--- config.mk ---
export PLATFORM = sky130hd
export DESIGN_NAME = cdt_timer
export DESIGN_NICKNAME = d
export VERILOG_FILES = /design/src/rtl/cdt_pkg.sv /design/src/rtl/cdt_prescaler.sv /design/src/rtl/cdt_counter.sv /design/src/rtl/cdt_timer.sv
export SDC_FILE = /design/constraint.sdc
export NUM_CORES = 1
export LEC_CHECK = 0
export BUFFER_PORTS_ARGS = -buffer_cell sky130_fd_sc_hd__buf_2
export CORE_MARGIN = 2
export CORE_UTILIZATION = 40
export DETAILED_ROUTE_END_ITERATION = 16
export RECOVER_POWER = 50
export SETUP_SLACK_MARGIN = 0.5
export SYNTH_ARGS = -nofsm -noshare
export SYNTH_HDL_FRONTEND = slang
export SYNTH_SLANG_ARGS = --single-unit
--- constraint.sdc ---
create_clock -name clk -period 5.5 [get_ports clk]
set_input_delay 0.275 -clock clk [delete_from_list [all_inputs] [get_ports clk]]
set_output_delay 0.275 -clock clk [all_outputs]
set_load 0.02 [all_outputs]
--- src/rtl/cdt_pkg.sv ---
package cdt_pkg;

    // Register word offsets
    typedef enum logic [2:0] {
        OFS_LOAD   = 3'd0,
        OFS_VALUE  = 3'd1,
        OFS_CTRL   = 3'd2,
        OFS_ICLR   = 3'd3,
        OFS_RAW    = 3'd4,
        OFS_MASKED = 3'd5,
        OFS_BGLOAD = 3'd6
    } ofs_e;

    // Prescale codes
    typedef enum logic [1:0] {
        DIV_1   = 2'b00,
        DIV_16  = 2'b01,
        DIV_256 = 2'b10
    } div_e;

    // Control register, bit 7 down to bit 0
    typedef struct packed {
        logic       run;
        logic       periodic;
        logic       int_en;
        logic       spare;
        logic [1:0] div;
        logic       wide;
        logic       oneshot;
    } ctrl_t;

    localparam int    CTRL_W     = $bits(ctrl_t);
    localparam ctrl_t CTRL_RESET = '{run: 1'b0, periodic: 1'b0, int_en: 1'b1,
                                     spare: 1'b0, div: DIV_1, wide: 1'b0,
                                     oneshot: 1'b0};

    // Terminal prescaler count for a prescale code
    function automatic logic [7:0] div_last(input logic [1:0] code);
        case (code)
            DIV_16:  return 8'd15;
            DIV_256: return 8'd255;
            default: return 8'd0;
        endcase
    endfunction

endpackage

--- src/rtl/cdt_prescaler.sv ---
module cdt_prescaler #(
    parameter int PRE_W = 8
) (
    input  logic       clk,
    input  logic       rst,
    input  logic       restart,
    input  logic       run,
    input  logic [1:0] sel,
    output logic       strobe
);
    import cdt_pkg::*;

    logic [PRE_W-1:0] pcnt_q;
    logic [PRE_W-1:0] last;

    assign last   = PRE_W'(div_last(sel));
    assign strobe = run && !restart && (pcnt_q == last);

    always_ff @(posedge clk) begin
        if (rst || restart) begin
            pcnt_q <= '0;
        end else if (run) begin
            pcnt_q <= (pcnt_q == last) ? '0 : pcnt_q + 1'b1;
        end
    end

endmodule

--- src/rtl/cdt_counter.sv ---
module cdt_counter #(
    parameter int DATA_W = 32
) (
    input  logic              clk,
    input  logic              rst,
    input  logic              load_wr,
    input  logic [DATA_W-1:0] load_val,
    input  logic [DATA_W-1:0] limit,
    input  logic              strobe,
    input  logic              wide,
    input  logic              periodic,
    input  logic              oneshot,
    input  logic              rearm,
    output logic [DATA_W-1:0] cnt_view,
    output logic [DATA_W-1:0] cnt_raw,
    output logic              expire
);
    localparam int HALF_W = DATA_W / 2;

    logic [DATA_W-1:0] cnt_q;
    logic              done_q;
    logic [DATA_W-1:0] lim_view;
    logic [DATA_W-1:0] full;
    logic [DATA_W-1:0] load_view;

    function automatic logic [DATA_W-1:0] fit(input logic [DATA_W-1:0] x,
                                              input logic w);
        return w ? x : {{(DATA_W-HALF_W){1'b0}}, x[HALF_W-1:0]};
    endfunction

    assign cnt_view  = fit(cnt_q, wide);
    assign lim_view  = fit(limit, wide);
    assign load_view = fit(load_val, wide);
    assign full      = fit('1, wide);
    assign cnt_raw   = cnt_q;
    assign expire    = strobe && !load_wr && (cnt_view == '0) && !(oneshot && done_q);

    always_ff @(posedge clk) begin
        if (rst) begin
            cnt_q  <= '0;
            done_q <= 1'b0;
        end else if (load_wr) begin
            cnt_q  <= load_view;
            done_q <= 1'b0;
        end else begin
            if (rearm) begin
                done_q <= 1'b0;
            end
            if (expire) begin
                done_q <= oneshot;
                if (oneshot)       cnt_q <= '0;
                else if (periodic) cnt_q <= lim_view;
                else               cnt_q <= full;
            end else if (strobe && cnt_view != '0) begin
                cnt_q <= cnt_view - 1'b1;
            end
        end
    end

endmodule

--- src/rtl/cdt_timer.sv ---
module cdt_timer #(
    parameter int DATA_W = 32,
    parameter int ADDR_W = 3,
    parameter int PRE_W  = 8
) (
    input  logic              clk,
    input  logic              rst,
    input  logic              tick_en,
    input  logic              wr_en,
    input  logic [ADDR_W-1:0] addr,
    input  logic [DATA_W-1:0] wdata,
    output logic [DATA_W-1:0] rdata,
    output logic              irq
);
    import cdt_pkg::*;

    ctrl_t             ctrl_q;
    ctrl_t             ctrl_new;
    logic [DATA_W-1:0] limit_q;
    logic              raw_q;
    logic              wr_load, wr_ctrl, wr_clr, wr_bg;
    logic              rearm;
    logic              pre_strobe;
    logic              cnt_expire;
    logic [DATA_W-1:0] cnt_view;
    logic [DATA_W-1:0] cnt_raw;

    assign wr_load  = wr_en && (addr == ADDR_W'(OFS_LOAD));
    assign wr_ctrl  = wr_en && (addr == ADDR_W'(OFS_CTRL));
    assign wr_clr   = wr_en && (addr == ADDR_W'(OFS_ICLR));
    assign wr_bg    = wr_en && (addr == ADDR_W'(OFS_BGLOAD));
    assign ctrl_new = ctrl_t'(wdata[CTRL_W-1:0]);
    assign rearm    = wr_ctrl && ctrl_new.run && !ctrl_q.run;

    always_ff @(posedge clk) begin
        if (rst) begin
            ctrl_q  <= CTRL_RESET;
            limit_q <= '0;
            raw_q   <= 1'b0;
        end else begin
            if (wr_ctrl)          ctrl_q  <= ctrl_new;
            if (wr_load || wr_bg) limit_q <= wdata;
            if (cnt_expire)       raw_q   <= 1'b1;
            else if (wr_clr)      raw_q   <= 1'b0;
        end
    end

    cdt_prescaler #(.PRE_W(PRE_W)) i_pre (
        .clk     (clk),
        .rst     (rst),
        .restart (wr_ctrl),
        .run     (ctrl_q.run && tick_en),
        .sel     (ctrl_q.div),
        .strobe  (pre_strobe)
    );

    cdt_counter #(.DATA_W(DATA_W)) i_cnt (
        .clk      (clk),
        .rst      (rst),
        .load_wr  (wr_load),
        .load_val (wdata),
        .limit    (limit_q),
        .strobe   (pre_strobe),
        .wide     (ctrl_q.wide),
        .periodic (ctrl_q.periodic),
        .oneshot  (ctrl_q.oneshot),
        .rearm    (rearm),
        .cnt_view (cnt_view),
        .cnt_raw  (cnt_raw),
        .expire   (cnt_expire)
    );

    assign irq = raw_q && ctrl_q.int_en;

    always_comb begin
        rdata = '0;
        case (addr)
            ADDR_W'(OFS_LOAD),
            ADDR_W'(OFS_BGLOAD): rdata = limit_q;
            ADDR_W'(OFS_VALUE):  rdata = cnt_view;
            ADDR_W'(OFS_CTRL):   rdata = DATA_W'(ctrl_q);
            ADDR_W'(OFS_RAW):    rdata = DATA_W'(raw_q);
            ADDR_W'(OFS_MASKED): rdata = DATA_W'(irq);
            default:             rdata = '0;
        endcase
    end

endmodule

==> results of run 1 <==
cells in the final DEF, fill, tap and decap left out, types with 10 or more instances in the layout:
cell type / count
a22oi_1: 10
nand2b_1: 11
xor2_1: 10
a221oi_1: 15
clkbuf_1: 29
nor3_1: 10
nand3_1: 26
nor2_1: 35
a22o_1: 23
a211oi_1: 11
o21ai_0: 47
nand2_1: 123
dfxtp_1: 82
a41oi_1: 10
buf_4: 10
a21oi_1: 71
buf_2: 43
inv_1: 14
power breakdown:
part	switching (W)	internal (W)	total (W)
Sequential	0.0000301	0.000615	0.000645
Combinational	0.000230	0.000134	0.000363
Clock	0.000259	0.000407	0.000666
critical path: cells and delay by family:
family | cells | cell delay (ns)
simple gates | 3 | 1.17
xor+xnor | 1 | 0.67
compound gates | 1 | 0.06
buf+inv | 3 | 1.76
sequential cells by signal, summed over array words and instances, names as in the netlist:
signal         cells
i_cnt.cnt_raw     32
limit_q           32
ctrl_q             8
i_pre.pcnt_q       8
i_cnt.done_q       1
raw_q              1
per-stage QoR:
stage               area [um^2]  total power, W  hold WS [ns]
floorplan                  5220        0.000912         0.399
global placement           5630         0.00101         0.446
detailed placement         5630         0.00101         0.457
CTS                        5940         0.00167         0.167
global route               5910         0.00174         0.178
finish                     5910         0.00167         0.178
worst paths after layout:
path | end | slack [ns] | cells past startpoint | startpoint
worst max-delay path | limit_q[8]$_SDFFE_PP0P_ | 1.75 | 8 | addr[1]
worst max register to register | i_cnt.cnt_raw[29]$_SDFFE_PP0P_ | 1.94 | 8 | i_cnt.cnt_raw[0]$_SDFFE_PP0P_
worst min register to register | ctrl_q[4]$_SDFFE_PP0P_ | 0.47 | 2 | ctrl_q[4]$_SDFFE_PP0P_
worst min-delay path | limit_q[21]$_SDFFE_PP0P_ | 0.18 | 3 | wdata[21]
layout make-up:
type                    instances  area (um^2)  share of cell area, %
inverters                      14         52.6                  0.890
clock inverters                 5         78.8                   1.33
repair buffers                 82          399                   6.76
clock buffers                  10          239                   4.05
multi-input cells             534         3280                   55.5
well taps                     172          215                   3.64
flip-flops and latches         82         1640                   27.8
kinds of logic after synthesis:
kind of cell	share of synthesized area, %
AOI/OAI and AO/OA	32.2
xor gates and xnor gates	3.19
adders and majority gates	0.719
buffers and inverters	6.11
DFF	31.4
and+or+nand+nor	26.4
layer usage:
metal | part of all wire (%) | vias to the layer above | global-route usage, %
met2 | 45 | 260 | 40.3
met1 | 46 | 2670 | 36.8
li1 | - | 2620 | -
met5 | 0 | - | 0
met3 | 7.1 | 34 | 5.07
met4 | 2.2 | 0 | 8.51
==> impl_results.md, run 1 <==
* Leak at 2.07 nW
* Synth-to-layout area growth at 13.1%
* #FFs+latches synth at about 80
* Worst setup SP type: primary input
* Critical path required time at 5.70 ns
* Area contributors post-synth: dfxtp_1 31%, nand2_1 8.8%, a21oi_1 6.8%
* Vias per cell at 6.21
* Commonest cells in the netlist: 123 x nand2_1, 82 x dfxtp_1, 71 x a21oi_1
* Synth cell types at 70
* Post-Syn Area per Cell at between 7 and 8 um^2
* Final Skew at roughly 0.0065 ns
* Ant diodes at 0
* WS Path Type: in -> reg
* CP max-delay cell: clkbuf_1
* DRC at 0
* Ports at 72
* Crit end category: register
* Max Slew Vio Count at 27
* Final Hold Fails at 0
* Mapped Cells at 691
* CTS Hold Bufs at 0
* Clock latency on the worst-skew pair at 0.35 ns
* Die Width at approximately 120 um
* Setup tns final at 0 ns
* Failing checks: max-capacitance violations, max-slew violations
* Core Util, Final at 46.6%
* Dpl hpwl at between 10000 and 15000 um
* Crit-path max FO at 26
* # setup viols final at 0
* Wirelength, routed at 18400 um
* Power density over cell area at 284 nW/um^2
* Final Wtd Congestion at 0.938
* CTS Buf Count at 9
* GRT Resource Usage Total at between 20% and 30%
* IO Port Bufs at 71
* Crit-path cells: clkbuf_1, xnor2_1, nor2b_2, clkbuf_1, nand2_1, buf_4, nand2_1, a21oi_1
* Syn Nets at 733
* Worst hold path type: in -> reg
* Worst path max stage delay at between 1 and 1.5 ns
* WL/cell at 20.5 um
* Total Die Area at 14000 um^2
* Fmax at about 270 MHz
* CTS root buf: clkbuf_16
* Clk sinks at 82
* Pre-antenna DRT Iters at 6
* Most common cell in the netlist: nand2_1
* Pin count of the biggest net entering global routing at between 50 and 60
* First-pass GRT wire length at 29500 um
* Clock Pin Slew Worst Setup and Hold Paths at 0.06 ns
* Number of setup buffers added after CTS at 0
* DR iter-0 viols at around 480
* Core ar. at 12700 um^2
* Min cycle time layout at 3.75 ns
* Filler Cells Inserted at 1327
* Antenna violations before repair at 0
* Top_reg_cell synth: dfxtp_1
* Area leader, netlist: dfxtp_1
* Max IR drop VDD at about 0.19 mV
* Final #Nets at 765
* Remaining global-route overflow at 0
* PnR worst setup slack at ~1.8 ns
* Relative slew slack at -2.10%
* Placed cell count at 884
* H-tree levels at 3
* Height of the die at 118 um
* Async S/R FF share, synth at 0%
* Crit path arrival time at 3.95 ns
* Layout cell share with drive strength beyond 1 at 13.1%
* Syn. warnings at 0
* CTS resizes at 0
* Post-synth EDFFs at 0
* Number of global-route vias before repair at 5288
* Clock buffer depth at 2
* Worst slew pin tran at around 1.5 ns
* Fin cells at approximately 900
* Status: finished with violations
* Post-synth top area share at 31.4%
* Period utilisation layout at 68.1%
* RSZ-0062 raised after global routing: no
* CTS tree: built
* Via count at 5584
* Cell row count at 41
* Max-cap viol count at 1
* Initial Utilization at 41.2%
* Final ANT Viol Nets at 0
* Register area share after synthesis at approximately a third
* Placement Setup Slack at 2.02 ns
* Mapped Area at 5220 um^2
(Power assumes the default switching activity.)
==> run 2: changes to the inputs <==
==> constraint.sdc (replaced) <==
create_clock -name clk -period 3.1 [get_ports clk]
set_input_delay 0.155 -clock clk [delete_from_list [all_inputs] [get_ports clk]]
set_output_delay 0.155 -clock clk [all_outputs]
set_load 0.02 [all_outputs]
==> impl_results.md, run 2 (synthesis gave the netlist of run 1 again) <==
* Clock latency on the worst-skew pair at 0.36 ns (was 0.35 ns)
* Sw frac at 31.7% (was 31.0%)
* First-pass GRT wire length at 30100 um (was 29500 um)
* Core ar. at 12700 um^2 (unchanged)
* Cell with the most instances on the worst path: or4_4
* Die Width at 118 um (unchanged)
* Crit-path cells: or4_4, or4_4, buf_8, buf_12, o311a_1, o31ai_2, a21oi_1 (was clkbuf_1, xnor2_1, nor2b_2, clkbuf_1, nand2_1, buf_4, nand2_1, a21oi_1)
* Pre-antenna DRT Iters at 6 (unchanged)
* Remaining global-route overflow at 0 (unchanged)
* Final #Nets at 820 (was 765)
* Critical path required time at 3.33 ns (was 5.70 ns)
* Max IR drop VDD at 0.268 mV (was 0.190 mV)
* Placed cell count at 923 (was 884)
* GRT Resource Usage Total at 27.1% (was 26.2%)
* Synth-to-layout area growth at 24.2% (was 13.1%)
* Power share of the clock group at 36.4% (was 39.8%)
* Fmax at ~390 MHz
* IO Port Bufs at 71 (unchanged)
* Height of the die at 118 um (unchanged)
* Relative slew slack at 34.1% (was -2.10%)
* WS Path Type: reg -> reg (was in -> reg)
* Period utilisation layout at 83.3%
* Pin count of the biggest net entering global routing at 57 (was 58)
* Crit end category: register (unchanged)
* Most frequent cells in the layout: 123 x nand2_1, 75 x dfxtp_1, 71 x a21oi_1 (was 123 x nand2_1, 82 x dfxtp_1, 71 x a21oi_1)
* Worst path max stage delay at 0.60 ns (was 1.11 ns)
* Via count at 5946 (was 5584)
* Clk sinks at 82 (unchanged)
* Layout cell share with drive strength beyond 1 at 23.8% (was 13.1%)
* Flop pwr share at 37.6% (was 38.5%)
* Total Die Area at 14000 um^2 (unchanged)
* Final ANT Viol Nets at 0 (unchanged)
* Leak at 2.43 nW (was 2.07 nW)
* Antenna violations before repair at 0 (unchanged)
* CTS tree: built (unchanged)
* Power density over cell area at 466 nW/um^2 (was 284 nW/um^2)
* CP max-delay cell: or4_4 (was clkbuf_1)
* Fin cells at 955 (was 899)
* Max-cap viol count at 0 (was 1)
* Crit path arrival time at 2.81 ns (was 3.95 ns)
* Worst setup SP type: register (was primary input)
* Worst slew pin tran at 0.989 ns (was 1.53 ns)
* CTS Buf Count at 9 (unchanged)
* Vias per cell at 6.23 (was 6.21)
* Clock buffer depth at 2 (unchanged)
* Final Wtd Congestion at 0.985 (was 0.938)
* Min cycle time layout at around 2.6 ns
* # setup viols final at 0 (unchanged)
* Commonest non-fill, non-tap cell in the layout: nand2_1 (unchanged)
* Final Hold Fails at 0 (unchanged)
* H-tree levels at 3 (unchanged)
* Ant diodes at 0 (unchanged)
* Internal power at 0.00207 W (was 0.00116 W)
* Status: finished clean (was finished with violations)
* Wirelength, routed at 19300 um (was 18400 um)
* Clock Pin Slew Worst Setup and Hold Paths at 0.07 ns (was 0.06 ns)
* Ports at 72 (unchanged)
* DR iter-0 viols at 600 (was 484)
* CTS root buf: clkbuf_16 (unchanged)
* RSZ-0062 raised after global routing: yes (was no)
* Dpl hpwl at 13000 um (was 12400 um)
* Max Slew Vio Count at 0 (was 27)
* Setup tns final at 0 ns (unchanged)
* Cell row count at 41 (unchanged)
* NetSw at 0.000959 W (was 0.000519 W)
* Crit-path max FO at 7 (was 26)
* DRC at 0 (unchanged)
* Number of global-route vias before repair at 5473 (was 5288)
* WL/cell at 20.2 um (was 20.5 um)
* Combinational share of power at 26.0% (was 21.7%)
* Initial Utilization at 41.2% (unchanged)
* Final Skew at 0.00875 ns (was 0.00652 ns)
* Worst hold path type: in -> reg (unchanged)
run 2: changes by cell type in the layout (fill, tap and decap cells not counted), sizes merged:
cell	delta
clkbuf	-9
clkinv	+1
bufinv	-1
buf	+65
run 2: per-layer routing:
metal | share of wire, % | vias up | GRT usage (%)
met3 | 9.2 | 48 | 6.13
met5 | 0 | - | 0
met2 | 45 | 316 | 40.0
met1 | 44 | 2846 | 38.2
li1 | - | 2736 | -
met4 | 2.4 | 0 | 10.5
run 2: critical path, delay by kind of cell, from the launching register on:
family                 cells  cell delay [ns]
AOI/OAI and AO/OA          3             0.69
buffers and inverters      2             0.29
DFF                        1             0.33
and+or+nand+nor            2             1.14
run 2: stage by stage:
stage	power, W	setup WS [ns]	instance area [um^2]	hold WS, ns	utilization, %
after floorplan	0.00162	0.495	5240	0.279	-
after global placement	0.00183	0.244	5930	0.406	46.8
after detailed placement	0.00184	0.133	5930	0.408	46.8
after CTS	0.00296	0.495	6330	0.0401	50.0
after global routing	0.00314	0.398	6480	0.0501	51.2
final	0.00303	0.519	6480	0.0411	51.2
run 2: power by group through the flow:
stage,logic [W],clock network (W),registers [W]
global placement,0.000679,0,0.00115
CTS,0.000717,0.00111,0.00113
finish,0.000787,0.00110,0.00114
floorplan,0.000478,0,0.00114
global route,0.000836,0.00117,0.00114
detailed placement,0.000684,0,0.00116
run 2: path summary, 6_finish.rpt:
check	from	to	slack [ns]	depth (start not counted)
max	i_cnt.cnt_raw[7]$_SDFFE_PP0P_	i_cnt.cnt_raw[26]$_SDFFE_PP0P_	0.52	7
min	wdata[5]	ctrl_q[5]$_SDFFE_PP1P_	0.04	3
max reg2reg	i_cnt.cnt_raw[7]$_SDFFE_PP0P_	i_cnt.cnt_raw[26]$_SDFFE_PP0P_	0.52	7
min reg2reg	ctrl_q[4]$_SDFFE_PP0P_	ctrl_q[4]$_SDFFE_PP0P_	0.46	2
run 2: timing repair:
item,4_1_cts,5_1_grt
pin swaps,4,8
cloned,0,0
resized for setup,14,25
endpoints found under the setup margin,32,28
hold buffers,0,0
buffers inserted,7,9
run 2: area by class of cell:
type,instances,area (um^2)
fillers,1253,6190
multi-input cells,534,3410
flip-flops and latches,82,1650
repair buffers,137,851
clock buffers,11,243
well taps,172,215
inverters,14,55.1
clock inverters,5,53.8
